`src/rtl/sdc_pkg.sv`:
```
package sdc_pkg;
    typedef enum logic [1:0] {ST_IDLE, ST_ISSUE, ST_COLLECT, ST_EVAL} sdc_state_e;

    localparam logic [2:0] RT_NONE  = 3'd0;
    localparam logic [2:0] RT_SHORT = 3'd1;
    localparam logic [2:0] RT_LONG  = 3'd2;
    localparam logic [2:0] RT_OCR   = 3'd3;
    localparam logic [2:0] RT_RCA   = 3'd6;

    localparam logic [2:0] SEL_CMD    = 3'd0;
    localparam logic [2:0] SEL_ARG_LO = 3'd1;
    localparam logic [2:0] SEL_ARG_HI = 3'd2;
    localparam logic [2:0] SEL_CTRL   = 3'd3;
    localparam logic [2:0] SEL_STAT   = 3'd4;
    localparam logic [2:0] SEL_MASK   = 3'd5;

    localparam logic [31:0] SHORT_ERR_MASK = 32'hFDF9_0000;
    localparam logic [15:0] RCA_ERR_MASK   = 16'hE008;

    localparam int SB_DONE  = 0;
    localparam int SB_STOP  = 2;
    localparam int SB_TMO   = 7;
    localparam int SB_CBUSY = 12;
    localparam int SB_CERR  = 14;
endpackage

```
`src/rtl/sdc_rsp_store.sv`:
```
module sdc_rsp_store #(
    parameter  int RSP_REGS  = 8,
    localparam int RSP_BYTES = 2 * RSP_REGS,
    localparam int CW        = $clog2(RSP_BYTES + 1),
    localparam int SW        = $clog2(RSP_REGS)
) (
    input  logic          clk,
    input  logic          rst_n,
    input  logic          clear_i,
    input  logic          byte_we_i,
    input  logic [7:0]    byte_i,
    input  logic          commit_i,
    input  logic [SW-1:0] rd_sel_i,
    output logic [15:0]   rd_data_o,
    output logic [31:0]   head_word_o,
    output logic [CW-1:0] byte_cnt_o
);
    logic [7:0]    byte_q [RSP_BYTES];
    logic [15:0]   rsp_q  [RSP_REGS];
    logic [CW-1:0] cnt_q;
    logic          room;

    assign room = cnt_q < CW'(RSP_BYTES);

    always_ff @(posedge clk or negedge rst_n) begin
        if (!rst_n) begin
            cnt_q <= '0;
            for (int b = 0; b < RSP_BYTES; b++) byte_q[b] <= '0;
        end else if (clear_i) begin
            cnt_q <= '0;
            for (int b = 0; b < RSP_BYTES; b++) byte_q[b] <= '0;
        end else if (byte_we_i && room) begin
            cnt_q <= cnt_q + 1'b1;
            for (int b = 0; b < RSP_BYTES; b++)
                if (cnt_q == CW'(b)) byte_q[b] <= byte_i;
        end
    end

    always_ff @(posedge clk or negedge rst_n) begin
        if (!rst_n) begin
            for (int r = 0; r < RSP_REGS; r++) rsp_q[r] <= '0;
        end else if (clear_i) begin
            for (int r = 0; r < RSP_REGS; r++) rsp_q[r] <= '0;
        end else if (commit_i) begin
            for (int r = 0; r < RSP_REGS; r++)
                rsp_q[RSP_REGS-1-r] <= {byte_q[2*r], byte_q[2*r+1]};
        end
    end

    assign rd_data_o   = rsp_q[rd_sel_i];
    assign head_word_o = {byte_q[0], byte_q[1], byte_q[2], byte_q[3]};
    assign byte_cnt_o  = cnt_q;

    // surplus bytes never push the count past the buffer size
    p_cnt_bound_r7: assert property (@(posedge clk) disable iff (!rst_n)
        cnt_q == CW'(RSP_BYTES) && byte_we_i && !clear_i |=> cnt_q == CW'(RSP_BYTES));
endmodule

```
`src/rtl/sdc_status_irq.sv`:
```
module sdc_status_irq (
    input  logic        clk,
    input  logic        rst_n,
    input  logic        clr_we_i,
    input  logic [15:0] clr_data_i,
    input  logic        ev_valid_i,
    input  logic [15:0] ev_set_i,
    input  logic [15:0] ev_upd_mask_i,
    input  logic [15:0] ev_upd_val_i,
    input  logic        mask_we_i,
    input  logic [14:0] mask_data_i,
    output logic [15:0] status_o,
    output logic        irq_o
);
    logic [15:0] status_q;
    logic [14:0] mask_q;
    logic [15:0] after_clr;

    always_comb begin
        after_clr = clr_we_i ? (status_q & ~clr_data_i) : status_q;
        if (ev_valid_i)
            after_clr = (after_clr & ~ev_upd_mask_i) | (ev_upd_val_i & ev_upd_mask_i) | ev_set_i;
    end

    always_ff @(posedge clk or negedge rst_n) begin
        if (!rst_n) begin
            status_q <= '0;
            mask_q   <= '0;
        end else begin
            status_q <= after_clr;
            if (mask_we_i) mask_q <= mask_data_i;
        end
    end

    assign status_o = status_q;
    assign irq_o    = |(status_q[14:0] & mask_q);

    // a clear with no event in the same cycle removes every written one
    p_w1c_r9: assert property (@(posedge clk) disable iff (!rst_n)
        clr_we_i && !ev_valid_i |=> (status_q & $past(clr_data_i)) == 16'h0);
    // with no interrupt, no unmasked status bit is set
    p_irq_quiet_r10: assert property (@(posedge clk) disable iff (!rst_n)
        !irq_o |-> (status_o[14:0] & mask_q) == 15'h0);
endmodule

```
`src/rtl/sdc_cmd_fsm.sv`:
```
module sdc_cmd_fsm
    import sdc_pkg::*;
#(
    parameter  int RSP_BYTES = 16,
    localparam int CW        = $clog2(RSP_BYTES + 1)
) (
    input  logic          clk,
    input  logic          rst_n,
    input  logic          go_i,
    input  logic [5:0]    idx_i,
    input  logic [2:0]    rtype_i,
    input  logic          init_i,
    input  logic          byte_valid_i,
    input  logic          done_i,
    input  logic [CW-1:0] byte_cnt_i,
    input  logic [31:0]   head_word_i,
    output logic          busy_o,
    output logic          card_req_o,
    output logic [5:0]    card_idx_o,
    output logic          byte_we_o,
    output logic          commit_o,
    output logic          ev_valid_o,
    output logic [15:0]   ev_set_o,
    output logic [15:0]   ev_upd_mask_o,
    output logic [15:0]   ev_upd_val_o
);
    sdc_state_e    state_q, state_d;
    logic [5:0]    idx_q;
    logic [2:0]    rtype_q;
    logic          shortcut;
    logic [CW-1:0] need_len;
    logic          checked, tmo, err;
    logic [31:0]   rstat, emask;

    assign shortcut = go_i && init_i && (idx_i == 6'd0);

    always_ff @(posedge clk or negedge rst_n) begin
        if (!rst_n) begin
            state_q <= ST_IDLE;
            idx_q   <= '0;
            rtype_q <= RT_NONE;
        end else begin
            state_q <= state_d;
            if (state_q == ST_IDLE && go_i && !shortcut) begin
                idx_q   <= idx_i;
                rtype_q <= rtype_i;
            end
        end
    end

    always_comb begin
        state_d = state_q;
        unique case (state_q)
            ST_IDLE:    if (go_i && !shortcut) state_d = ST_ISSUE;
            ST_ISSUE:   state_d = ST_COLLECT;
            ST_COLLECT: if (done_i) state_d = ST_EVAL;
            ST_EVAL:    state_d = ST_IDLE;
        endcase
    end

    always_comb begin
        need_len = '0;
        rstat    = '0;
        emask    = '0;
        case (rtype_q)
            RT_SHORT: begin need_len = CW'(4); rstat = head_word_i; emask = SHORT_ERR_MASK; end
            RT_OCR:   begin need_len = CW'(4); rstat = head_word_i; end
            RT_RCA:   begin need_len = CW'(4); rstat = {16'h0, head_word_i[15:0]};
                            emask = {16'h0, RCA_ERR_MASK}; end
            RT_LONG:  need_len = CW'(RSP_BYTES);
            default:  need_len = '0;
        endcase
        checked = need_len != '0;
        tmo     = byte_cnt_i < need_len;
        err     = !tmo && ((rstat & emask) != 32'h0);
    end

    always_comb begin
        busy_o        = state_q != ST_IDLE;
        card_req_o    = state_q == ST_ISSUE;
        card_idx_o    = idx_q;
        byte_we_o     = (state_q == ST_COLLECT) && byte_valid_i;
        commit_o      = 1'b0;
        ev_valid_o    = 1'b0;
        ev_set_o      = '0;
        ev_upd_mask_o = '0;
        ev_upd_val_o  = '0;
        unique case (state_q)
            ST_IDLE: if (shortcut) begin
                ev_valid_o         = 1'b1;
                ev_set_o[SB_DONE]  = 1'b1;
            end
            ST_EVAL: begin
                ev_valid_o             = 1'b1;
                commit_o               = checked && !tmo;
                ev_upd_mask_o[SB_CERR] = 1'b1;
                ev_upd_val_o[SB_CERR]  = err;
                if (rtype_q == RT_OCR && !tmo) begin
                    ev_upd_mask_o[SB_CBUSY] = 1'b1;
                    ev_upd_val_o[SB_CBUSY]  = !head_word_i[31];
                end
                if (tmo) ev_set_o[SB_TMO] = 1'b1;
                else begin
                    ev_set_o[SB_DONE] = 1'b1;
                    ev_set_o[SB_STOP] = idx_q == 6'd12;
                end
            end
            default: ;
        endcase
    end

    // the card request lasts a single cycle
    p_req_single_r1: assert property (@(posedge clk) disable iff (!rst_n)
        card_req_o |=> !card_req_o);
    // evaluation always hands back to idle
    p_eval_return_r1: assert property (@(posedge clk) disable iff (!rst_n)
        state_q == ST_EVAL |=> state_q == ST_IDLE);
    // registers are loaded only after at least four bytes arrived
    p_commit_len_r7: assert property (@(posedge clk) disable iff (!rst_n)
        commit_o |-> byte_cnt_i >= CW'(4));
    // the shortcut never starts a request
    p_init_no_req_r3: assert property (@(posedge clk) disable iff (!rst_n)
        shortcut && state_q == ST_IDLE |=> !card_req_o && !busy_o);
endmodule

```
`src/rtl/sdc_cmd_host.sv`:
```
module sdc_cmd_host
    import sdc_pkg::*;
#(
    parameter  int RSP_REGS  = 8,
    localparam int RSP_BYTES = 2 * RSP_REGS,
    localparam int CW        = $clog2(RSP_BYTES + 1)
) (
    input  logic        clk,
    input  logic        rst_n,
    input  logic        reg_wr_en,
    input  logic [2:0]  reg_wr_sel,
    input  logic [15:0] reg_wr_data,
    input  logic [2:0]  rsp_rd_sel,
    output logic [15:0] rsp_rd_data,
    output logic [15:0] status_o,
    output logic        irq_o,
    output logic        busy_o,
    output logic        card_req_o,
    output logic [5:0]  card_idx_o,
    output logic [31:0] card_arg_o,
    input  logic        card_byte_valid_i,
    input  logic [7:0]  card_byte_i,
    input  logic        card_done_i
);
    logic [31:0]   arg_q;
    logic          en_q;
    logic          go, byte_we, commit;
    logic          ev_valid;
    logic [15:0]   ev_set, ev_upd_mask, ev_upd_val;
    logic [31:0]   head_word;
    logic [CW-1:0] byte_cnt;

    assign go = reg_wr_en && reg_wr_sel == SEL_CMD && en_q && !busy_o;

    always_ff @(posedge clk or negedge rst_n) begin
        if (!rst_n) begin
            arg_q <= '0;
            en_q  <= 1'b0;
        end else if (reg_wr_en) begin
            if (reg_wr_sel == SEL_ARG_LO) arg_q[15:0]  <= reg_wr_data;
            if (reg_wr_sel == SEL_ARG_HI) arg_q[31:16] <= reg_wr_data;
            if (reg_wr_sel == SEL_CTRL)   en_q         <= reg_wr_data[0];
        end
    end

    assign card_arg_o = arg_q;

    sdc_cmd_fsm #(.RSP_BYTES(RSP_BYTES)) u_fsm (
        .clk(clk), .rst_n(rst_n), .go_i(go),
        .idx_i(reg_wr_data[5:0]), .rtype_i(reg_wr_data[10:8]), .init_i(reg_wr_data[7]),
        .byte_valid_i(card_byte_valid_i), .done_i(card_done_i),
        .byte_cnt_i(byte_cnt), .head_word_i(head_word),
        .busy_o(busy_o), .card_req_o(card_req_o), .card_idx_o(card_idx_o),
        .byte_we_o(byte_we), .commit_o(commit), .ev_valid_o(ev_valid),
        .ev_set_o(ev_set), .ev_upd_mask_o(ev_upd_mask), .ev_upd_val_o(ev_upd_val)
    );

    sdc_rsp_store #(.RSP_REGS(RSP_REGS)) u_store (
        .clk(clk), .rst_n(rst_n), .clear_i(go), .byte_we_i(byte_we),
        .byte_i(card_byte_i), .commit_i(commit), .rd_sel_i(rsp_rd_sel),
        .rd_data_o(rsp_rd_data), .head_word_o(head_word), .byte_cnt_o(byte_cnt)
    );

    sdc_status_irq u_stat (
        .clk(clk), .rst_n(rst_n),
        .clr_we_i(reg_wr_en && reg_wr_sel == SEL_STAT), .clr_data_i(reg_wr_data),
        .ev_valid_i(ev_valid), .ev_set_i(ev_set),
        .ev_upd_mask_i(ev_upd_mask), .ev_upd_val_i(ev_upd_val),
        .mask_we_i(reg_wr_en && reg_wr_sel == SEL_MASK), .mask_data_i(reg_wr_data[14:0]),
        .status_o(status_o), .irq_o(irq_o)
    );

    // a command write while disabled and idle leaves the block idle
    p_cmd_ignored_r2: assert property (@(posedge clk) disable iff (!rst_n)
        reg_wr_en && reg_wr_sel == SEL_CMD && !en_q && !busy_o |=> !busy_o);
    // a command write in flight does not alter the issued index
    p_busy_hold_r2: assert property (@(posedge clk) disable iff (!rst_n)
        busy_o && reg_wr_en && reg_wr_sel == SEL_CMD |=> $stable(card_idx_o));
endmodule

```
`config.mk`:
```
export PLATFORM = sky130hd
export DESIGN_NAME = sdc_cmd_host
export DESIGN_NICKNAME = d
export VERILOG_FILES = /design/src/rtl/sdc_pkg.sv /design/src/rtl/sdc_rsp_store.sv /design/src/rtl/sdc_status_irq.sv /design/src/rtl/sdc_cmd_fsm.sv /design/src/rtl/sdc_cmd_host.sv
export SDC_FILE = /design/constraint.sdc
export NUM_CORES = 1
export LEC_CHECK = 0
export ABC_AREA = 1
export BUFFER_PORTS_ARGS = -buffer_cell sky130_fd_sc_hd__buf_2
export CELL_PAD_IN_SITES_DETAIL_PLACEMENT = 2
export CELL_PAD_IN_SITES_GLOBAL_PLACEMENT = 2
export CORE_MARGIN = 2
export CORE_UTILIZATION = 33
export CTS_BUF_LIST = sky130_fd_sc_hd__clkbuf_16
export DETAILED_ROUTE_END_ITERATION = 10
export HOLD_SLACK_MARGIN = 0.1
export PLACE_DENSITY_LB_ADDON = 0.12
export SYNTH_ARGS = -nofsm -noshare
export SYNTH_HDL_FRONTEND = slang
export SYNTH_HIERARCHICAL = 1
export SYNTH_SLANG_ARGS = --single-unit
```
`constraint.sdc`:
```
create_clock -name clk -period 2 [get_ports clk]
set_input_delay 0.4 -clock clk [delete_from_list [all_inputs] [get_ports clk]]
set_output_delay 0.4 -clock clk [all_outputs]
set_load 0.005 [all_outputs]
```
Word level (Yosys, flattened, before mapping)
Cells that the tools add are included.
{ "op_classes": {"n_addsub": 1, "magnitude_cmp": 3, "n_eq_ne": 30, "muxes": 48, "bitwise_logic": 10, "reduce_logical": 67} }
{ "op_table": {"columns": ["cell", "n"], "rows": [
  ["2-to-1 mux 128 bit", 4],
  ["2-to-1 mux 8 bit", 16],
  ["one-hot mux 32 bit (2 select lines)", 2],
  ["2-to-1 mux 16 bit", 4],
  ["binary-select mux 16 bit (select 3 bit)", 1],
  ["equality test 5 x 4 -> 1 bit (second input constant)", 8],
  ["AND reduction 2 bit", 20],
  ["nonzero test 2 bit", 19],
  ["AND 16 bit", 2],
  ["AND 32 bit", 1],
  ["nonzero test 32 bit", 1],
  ["AND 15 bit", 2],
  ["equality test 5 x 3 -> 1 bit (second input constant)", 4],
  ["NOT 15 -> 16 bit", 1],
  ["NOT 16 bit", 1],
  ["OR 16 bit", 1],
  ["OR 16 x 8 -> 16 bit", 1],
  ["logical AND 1 bit", 15],
  ["OR reduction 15 bit", 1],
  ["2-to-1 mux 1 bit", 13],
  ["equality test 3 x 2 -> 1 bit (second input constant)", 4],
  ["equality test 5 x 2 -> 1 bit (second input constant)", 2],
  ["2-to-1 mux 5 bit", 2],
  ["one-hot mux 5 bit (2 select lines)", 1],
  ["23 further kinds", 33]
]} }
{ "word_totals": {"register_bits": 336, "out_inout_bits": 73} }

Depth between registers and ports, before layout
Gate-level depths: netlist of run 1.
{ "logic_depth": {"word_depth": 13, "mapped_depth": 14, "depth_no_buf": 14} }

Cells and area by module
Netlist of run 1, hierarchy kept.
{ "by_module_without_submodules": {"columns": ["module", "n_inst", "cells_per_inst", "area_each_um2", "seq_area_each_um2"], "rows": [
  ["sdc_rsp_store", 1, 1554, 12204.2, 6531.3],
  ["sdc_status_irq", 1, 185, 1607.8, 775.7],
  ["sdc_cmd_host", 1, 159, 1407.6, 825.8],
  ["sdc_cmd_fsm", 1, 154, 1084.8, 275.3]
]} }

Worst setup path before layout of run 1
OpenSTA, ideal clock, no wires.
{ "synth_timing": {"path_kind": "input-to-reg", "start": "in reg_wr_en", "end": "reg u_stat.status_q[12], in the netlist u_stat/status_o[12]", "setup_time_ns": 0.124, "t_arrival_ns": 2.030, "t_required_ns": 1.876, "setup_slack_ns": -0.155, "path_stages": 13, "path_cell_list": "inv_2 nor2_4 buf_2 nand2_1 nor2_1 nand2_1 nor3_2 nand3_1 a21oi_1 buf_2 nand2_1 nand3_1 nand3_1"} }
{ "synth_between": {"elab_chain_cells": 8} }
{ "synth_lines": {"columns": ["element", "line_no", "source"], "rows": [
  ["start: declaration", "sdc_cmd_host.sv:10", "input logic reg_wr_en,"],
  ["logical AND 1 bit (3 in a row)", "sdc_cmd_host.sv:33", "assign go = reg_wr_en && reg_wr_sel == SEL_CMD && en_q && !busy_o;"],
  ["named net go", "sdc_cmd_host.sv:27", "logic go, byte_we, commit;"],
  ["logical AND 1 bit (2 in a row)", "sdc_cmd_fsm.sv:35", "assign shortcut = go_i && init_i && (idx_i == 6'd0);"],
  ["2-to-1 mux 1 bit", "sdc_cmd_fsm.sv:89", "ST_IDLE: if (shortcut) begin"],
  ["one-hot mux 1 bit (2 select lines)", "sdc_cmd_fsm.sv:88", "unique case (state_q)"],
  ["named net ev_valid", "sdc_cmd_host.sv:28", "logic ev_valid;"],
  ["2-to-1 mux 16 bit", "sdc_status_irq.sv:21", "if (ev_valid_i)"],
  ["named net u_stat.after_clr[12]", "sdc_status_irq.sv:17", "logic [15:0] after_clr;"],
  ["end signal: assignment", "sdc_status_irq.sv:30", "status_q <= after_clr;"],
  ["end: declaration", "sdc_status_irq.sv:15", "logic [15:0] status_q;"]
]} }
The timed path passes the listed nets, and every way through them passes these cells.
A chain may end at the register's enable or synchronous reset.

Worst setup path after layout of run 1
{ "layout_timing": {"start": "reg u_fsm.rtype_q[0]", "end": "reg u_store/rsp_q[62] in the netlist's numbering"} }
{ "layout_between": {"elab_chain_cells": 8} }
{ "layout_lines": {"columns": ["element", "line_no", "source"], "rows": [
  ["start: declaration", "sdc_cmd_fsm.sv:29", "logic [2:0] rtype_q;"],
  ["start signal: assignment", "sdc_cmd_fsm.sv:46", "rtype_q <= rtype_i;"],
  ["equality test 3 x 1 -> 1 bit (tied with other cells)", "sdc_cmd_fsm.sv:65", "case (rtype_q)"],
  ["OR reduction 3 bit (no source line)", null, null],
  ["one-hot mux 5 bit (2 select lines) *", "sdc_cmd_fsm.sv:65", null],
  ["less-than comparator 5 bit", "sdc_cmd_fsm.sv:74", "tmo = byte_cnt_i < need_len;"],
  ["logical NOT 1 bit", "sdc_cmd_fsm.sv:95", "commit_o = checked && !tmo;"],
  ["logical AND 1 bit *", "sdc_cmd_fsm.sv:95", null],
  ["2-to-1 mux 1 bit *", "sdc_cmd_fsm.sv:88", null],
  ["named net commit", "sdc_cmd_host.sv:27", null],
  ["nonzero test 2 bit (no source line) *", null, null],
  ["end signal: indexed assignment", "sdc_rsp_store.sv:46", "rsp_q[RSP_REGS-1-r] <= {byte_q[2*r], byte_q[2*r+1]};"],
  ["end: declaration", "sdc_rsp_store.sv:19", "logic [15:0] rsp_q [RSP_REGS];"]
]} }
The timed path passes the listed nets; every way through them passes the cells marked *.

==> metrics.cfg, run 1 <==
[finish]
final_cells=2886
finish.utilization_pct=42.5
area_delta_synth_final_pct=27.8
layout.nets=2279
final_layout_size_suffix_gt1_share_pct=23.8
design_area_mm2=0.0207
layout_common_cells=nand2_1, dfrtp_1, nand3_1
layout_commonest_cell=nand2_1
nFillCells=5442

[placed_design]
dp_slack_ns=-0.179
place_inst=2781
place_hpwl_mm=40.3
portBuffers=107
placed_area_mm2=0.0182
gp_congestion=0.780

[clock_network]
cts_buffers=41
clk_latency_ns=0.58
htreeDepth=2
cts.reportedPaths.clkPinSlew_ns=0.06
clockBufferDepth=3
cts_tree=yes
cts.sinks=336
cts_root_buffer=clkbuf_16

[global_routing]
grt_pass1_wl_mm=96.4
grtUsageTotal_pct=24.8
antenna_found_initial=2
grt_max_degree=72
overflow=0
grt_pass1_vias=16260

[setup_path]
slowest_delay_ns=0.40
crit_slowest_cell=dfrtp_1
end_kind=register
r2r_start=u_fsm/rtype_q[0]
critPathKind=register to register
cp-startpoint=u_fsm/rtype_q[0]
cp-start-kind=register
path_cells=inv_2 -> nand3_2 -> ha_4 -> nand2_4 -> nand2_4 -> nand2_4 -> a21oi_4 -> buf_12 -> buf_4 -> clkbuf_16 -> nand3_1 -> o21ai_1
worstPathRequired_ns=2.49
crit_path_max_fanout=12
cpMostUsedCell=nand2_4
worstPathArrival_ns=2.57

[power]
ir_drop_uv=554
leakage_nw=10.7
powerDensity_mw_per_mm2=1280

[timing]
drv_slew=0
clock_skew_ns=0.0271
period_share_pct=104
fin_ws_ns=-0.0800
fmax_mhz=481
rsz0062_at_grt=true
whs_ns=0.132
setup_viol=106
period_needed_ns=2.08
final-hold-violation-count=0

[route]
dr_total_vias=14505
vias_per_cell=5.03
post_drt_wl_per_cell_um=21.6
drcViolationCount=0
dr.pass1.iters=5
routed_wl_mm=62.4
first_iter_violations=687
ant_nets=0

[floorplan]
fp.dieArea_mm2=0.0509
rows=81
die_height_um=226
die_w_um=226
initial_core_util_pct=33.3
core-area_mm2=0.0486
pin_count=108

[yosys]
synth_area_per_cell_um2=7.95
netlist_instances=2037
yosys_warnings=6
synth_area_mm2=0.0162

[outcome]
outcome=finished, violations left
violations=setup timing

[min_path]
hold_path_class=primary input to register
worstHoldStart=reg_wr_data[13]

[run]
cap_violations=0

[registers in the layout (all words and copies together), names as in the netlist]
register	flops
u_fsm/rtype_q	3
u_store/byte_q	96
u_stat/mask_q	15
u_store/byte_cnt_o	5
u_stat/status_o	16
en_q	1
u_store/head_word_o	32
u_store/rsp_q	128
u_fsm/card_idx_o	6
card_arg_o	32
u_fsm/state_q	2
[where the power goes]
part           switching, mW  internal (mW)  total, mW  leakage [nW]
clock network           3.01           3.97       6.98         0.653
logic                   5.30           3.46       8.76          6.02
registers               1.33           9.50       10.8          4.07
[worst max-delay path: cells and delay by family, from the launching register on]
kind	cells	cell delay (ns)
compound gates	2	0.25
fa+ha+maj	1	0.30
flops	1	0.40
buf+inv	4	0.68
simple gates	5	0.37
[layout make-up]
type                    instances  area, um^2  area share (%)
clock buffers                  43        1080            5.20
inverters                     235         927            4.48
diodes                          2        5.00          0.0242
multi-input cells            1345        6660            32.2
well taps                     622         778            3.76
clock inverters                29         141           0.683
repair buffers                272        2660            12.9
repair inverters                2        32.5           0.157
flip-flops and latches        336        8410            40.6
[repair_timing]
action	4_1_cts	5_1_grt
endpoints found under the hold margin	63	0
pin swaps	20	21
endpoints found under the setup margin	154	210
hold buffers	2	0
gates cloned	9	5
buffers inserted	11	7
gates resized for setup	163	164
[stage by stage]
step,power [mW],TNS (ns)
after floorplan,15.2,-0.0107
after global placement,17.7,-0.559
after detailed placement,18.3,-16.55
after CTS,26.1,-1.28
after global routing,28.5,-21.18
final,26.6,-3.79
[per-layer routing]
metal | GRT usage (%) | share of wire [%] | vias up
met4 | 6.81 | 2.2 | 2
met2 | 43.5 | 50 | 217
met1 | 32.3 | 45 | 7504
met3 | 2.70 | 3.0 | 76
li1 | - | - | 6706
met5 | 0 | 0.021 | -
[worst paths after layout]
kind                                      end  slack (ns)  depth (start not counted)
max                         u_store/rsp_q[62]       -0.08                         12
min in group asynchronous      card_arg_o[24]        0.33                          2
min reg2reg                    card_arg_o[20]        0.47                          2
max in group asynchronous  u_store/byte_q[59]        0.93                          4
min                            card_arg_o[13]        0.13                          3
max reg2reg                 u_store/rsp_q[62]       -0.08                         12
(Power assumes the default switching activity.)
==> run 2, diff against run 1 <==
--- a/config.mk
+++ b/config.mk
@@ -11,7 +11,7 @@
 export CELL_PAD_IN_SITES_GLOBAL_PLACEMENT = 2
 export CORE_MARGIN = 2
 export CORE_UTILIZATION = 33
-export CTS_BUF_LIST = sky130_fd_sc_hd__clkbuf_16
+export CTS_BUF_LIST = sky130_fd_sc_hd__clkbuf_8 sky130_fd_sc_hd__clkbuf_16
 export DETAILED_ROUTE_END_ITERATION = 10
 export HOLD_SLACK_MARGIN = 0.1
 export PLACE_DENSITY_LB_ADDON = 0.12
==> run 2 against run 1 <==
Net effect:
- the flow still finishes with violations (setup timing)
- critical path depth grew 2
- sequential share of layout area is 0.074 points higher
- worst setup slack got worse by 0.078 ns
- wire length shrank 0.23%
- register-to-register slack got worse by 0.08 ns
- non-clock buffer count is 3 higher
- fmax down 3.6%
- largest power group unchanged
==> metrics.cfg, run 2 (synthesis results as in run 1) <==
[global_routing]
overflow=0
grt_pass1_wl_mm=96.1
antenna_found_initial=3
grt_pass1_vias=16195
grtUsageTotal_pct=24.8
grt_max_degree=72

[floorplan]
rows=81
die_height_um=226
pin_count=108
die_w_um=226
initial_core_util_pct=33.3
fp.dieArea_mm2=0.0509
core-area_mm2=0.0486

[clock_network]
cts.reportedPaths.clkPinSlew_ns=0.07
clk_latency_ns=0.58
clockBufferDepth=3
cts_buffers=41
cts.sinks=336
cts_root_buffer=clkbuf_16
htreeDepth=2
cts_tree=yes

[setup_path]
cp_num_buf_inv=5
worstPathArrival_ns=2.65
crit_path_max_fanout=7
slowest_delay_ns=0.39
reg2reg_depth=14
timing.rr.end=u_store/rsp_q[77]
critPathKind=register to register
cp_num_cells=14
worstPathRequired_ns=2.49
r2r_start=u_fsm/rtype_q[0]
path_cells=inv_2 -> buf_6 -> nand3_4 -> nand2_2 -> nand2_2 -> nand2_4 -> nand2_4 -> nand2_4 -> a21oi_4 -> nor2_4 -> clkinv_4 -> buf_12 -> buf_16 -> o21ai_4
cpMostUsedCell=nand2_4
crit_slowest_cell=dfrtp_1
crit_family=buffers and inverters
reg2reg_slack_ns=-0.16
crit_end=u_store/rsp_q[77]
cp-start-kind=register
cp-startpoint=u_fsm/rtype_q[0]
end_kind=register

[finish]
area_delta_synth_final_pct=27.6
layout_common_cells=nand2_1, dfrtp_1, nand3_1
reg_top3=u_store/rsp_q (128), u_store/byte_q (96)
multiInputGateArea_mm2=0.00665
final_layout_size_suffix_gt1_share_pct=23.4
n_antenna_cell=0
final_cells=2888
layout.nets=2283
largest_reg_flops=128
nFillCells=5391
regMostFlops=u_store/rsp_q
seq_area_mm2=0.00841
layout_commonest_cell=nand2_1

[route]
first_iter_violations=772
dr.pass1.iters=5
routed_wl_mm=62.3
vias_per_cell=5.05
post_drt_wl_per_cell_um=21.6
ant_nets=0
dr_total_vias=14578
drcViolationCount=0

[timing]
fin_ws_ns=-0.158
tns_ns=-7.59
period_share_pct=108
setup_viol=134
fmax_mhz=463
final-hold-violation-count=0
drv_slew=0
period_needed_ns=2.16
rsz0062_at_grt=true
clock_skew_ns=0.0293

[placed_design]
gp_congestion=0.780
dp_slack_ns=-0.179
place_inst=2781
portBuffers=107
place_hpwl_mm=40.3

[power]
ir_drop_uv=580
leakage_nw=10.8
powerDensity_mw_per_mm2=1310

[outcome]
outcome=finished, violations left
violations=setup timing

[run]
cap_violations=0

[min_path]
hold_depth=3
hold_path_class=primary input to register

==> run 2: cell types whose count changed in the layout (fill, tap and decap cells not counted), moves of 4 or more <==
| cell | previous run | this run |
|---|---|---|
| nand3_2 | 29 | 24 |
| o21ai_2 | 48 | 52 |
| buf_4 | 94 | 104 |
| buf_8 | 7 | 2 |
| o21ai_0 | 82 | 95 |
| inv_1 | 200 | 220 |
| clkinv_1 | 10 | 0 |
| inv_2 | 45 | 26 |
| clkbuf_8 | 0 | 10 |
| nand3_1 | 283 | 290 |
| o21ai_1 | 56 | 39 |
==> run 2: layer usage <==
metal | track usage (%) | vias to the layer above | share of wire, %
met3 | 3.19 | 84 | 3.4
met5 | 0 | - | 0.021
met2 | 43.6 | 237 | 51
li1 | - | 6713 | -
met4 | 6.92 | 2 | 2.3
met1 | 31.9 | 7542 | 44
==> run 2: worst min-delay path: stages <==
cell     delay [ns]
buf_2          0.13
nand3_1        0.08
nand2_1        0.05
==> run 2: worst min path at each step <==
| stage | startpoint | to |
|---|---|---|
| detailed placement | rst_n | card_arg_o[24] |
| floorplan | rst_n | card_arg_o[0] |
| global placement | rst_n | card_arg_o[24] |
| global route | reg_wr_data[13] | u_stat/mask_q[13] |
| CTS | reg_wr_data[13] | card_arg_o[13] |
| finish | reg_wr_data[13] | card_arg_o[13] |
==> run 2: cell type report <==
class,instances,area share (%)
tap,622,3.77
multi-input combinational,1347,32.2
sequential,336,40.7
clock buffer,53,5.88
timing repair inverter,1,0.0424
inverter,235,4.36
timing repair buffer,275,12.5
clock inverter,19,0.503
==> run 2: stage by stage <==
step / util, % / power (mW) / instance area, um^2 / hold slack [ns]
after floorplan: - / 15.2 / 16400 / 0.104
after global placement: 37.5 / 17.7 / 18200 / 0.323
after detailed placement: 37.5 / 18.3 / 18200 / 0.327
after CTS: 41.6 / 26.5 / 20200 / 0.103
after global routing: 42.5 / 28.9 / 20700 / 0.129
final: 42.5 / 27.0 / 20700 / 0.133
==> run 2: timing repair <==
action / CTS / global route
endpoints found under the hold margin: 63 / 0
setup endpoints to repair: 155 / 253
pin swaps: 6 / 19
hold buffers: 2 / 0
gates resized for setup: 157 / 114
setup buffers: 17 / 17
gates cloned: 8 / 4
==> run 2: power breakdown <==
part           leakage, nW  internal, mW  total, mW  switching, mW
clock                0.710          4.36       7.42           3.07
combinational         6.01          3.51       8.81           5.31
sequential            4.07          9.50       10.8           1.27
total                 10.8          17.4       27.0           9.64
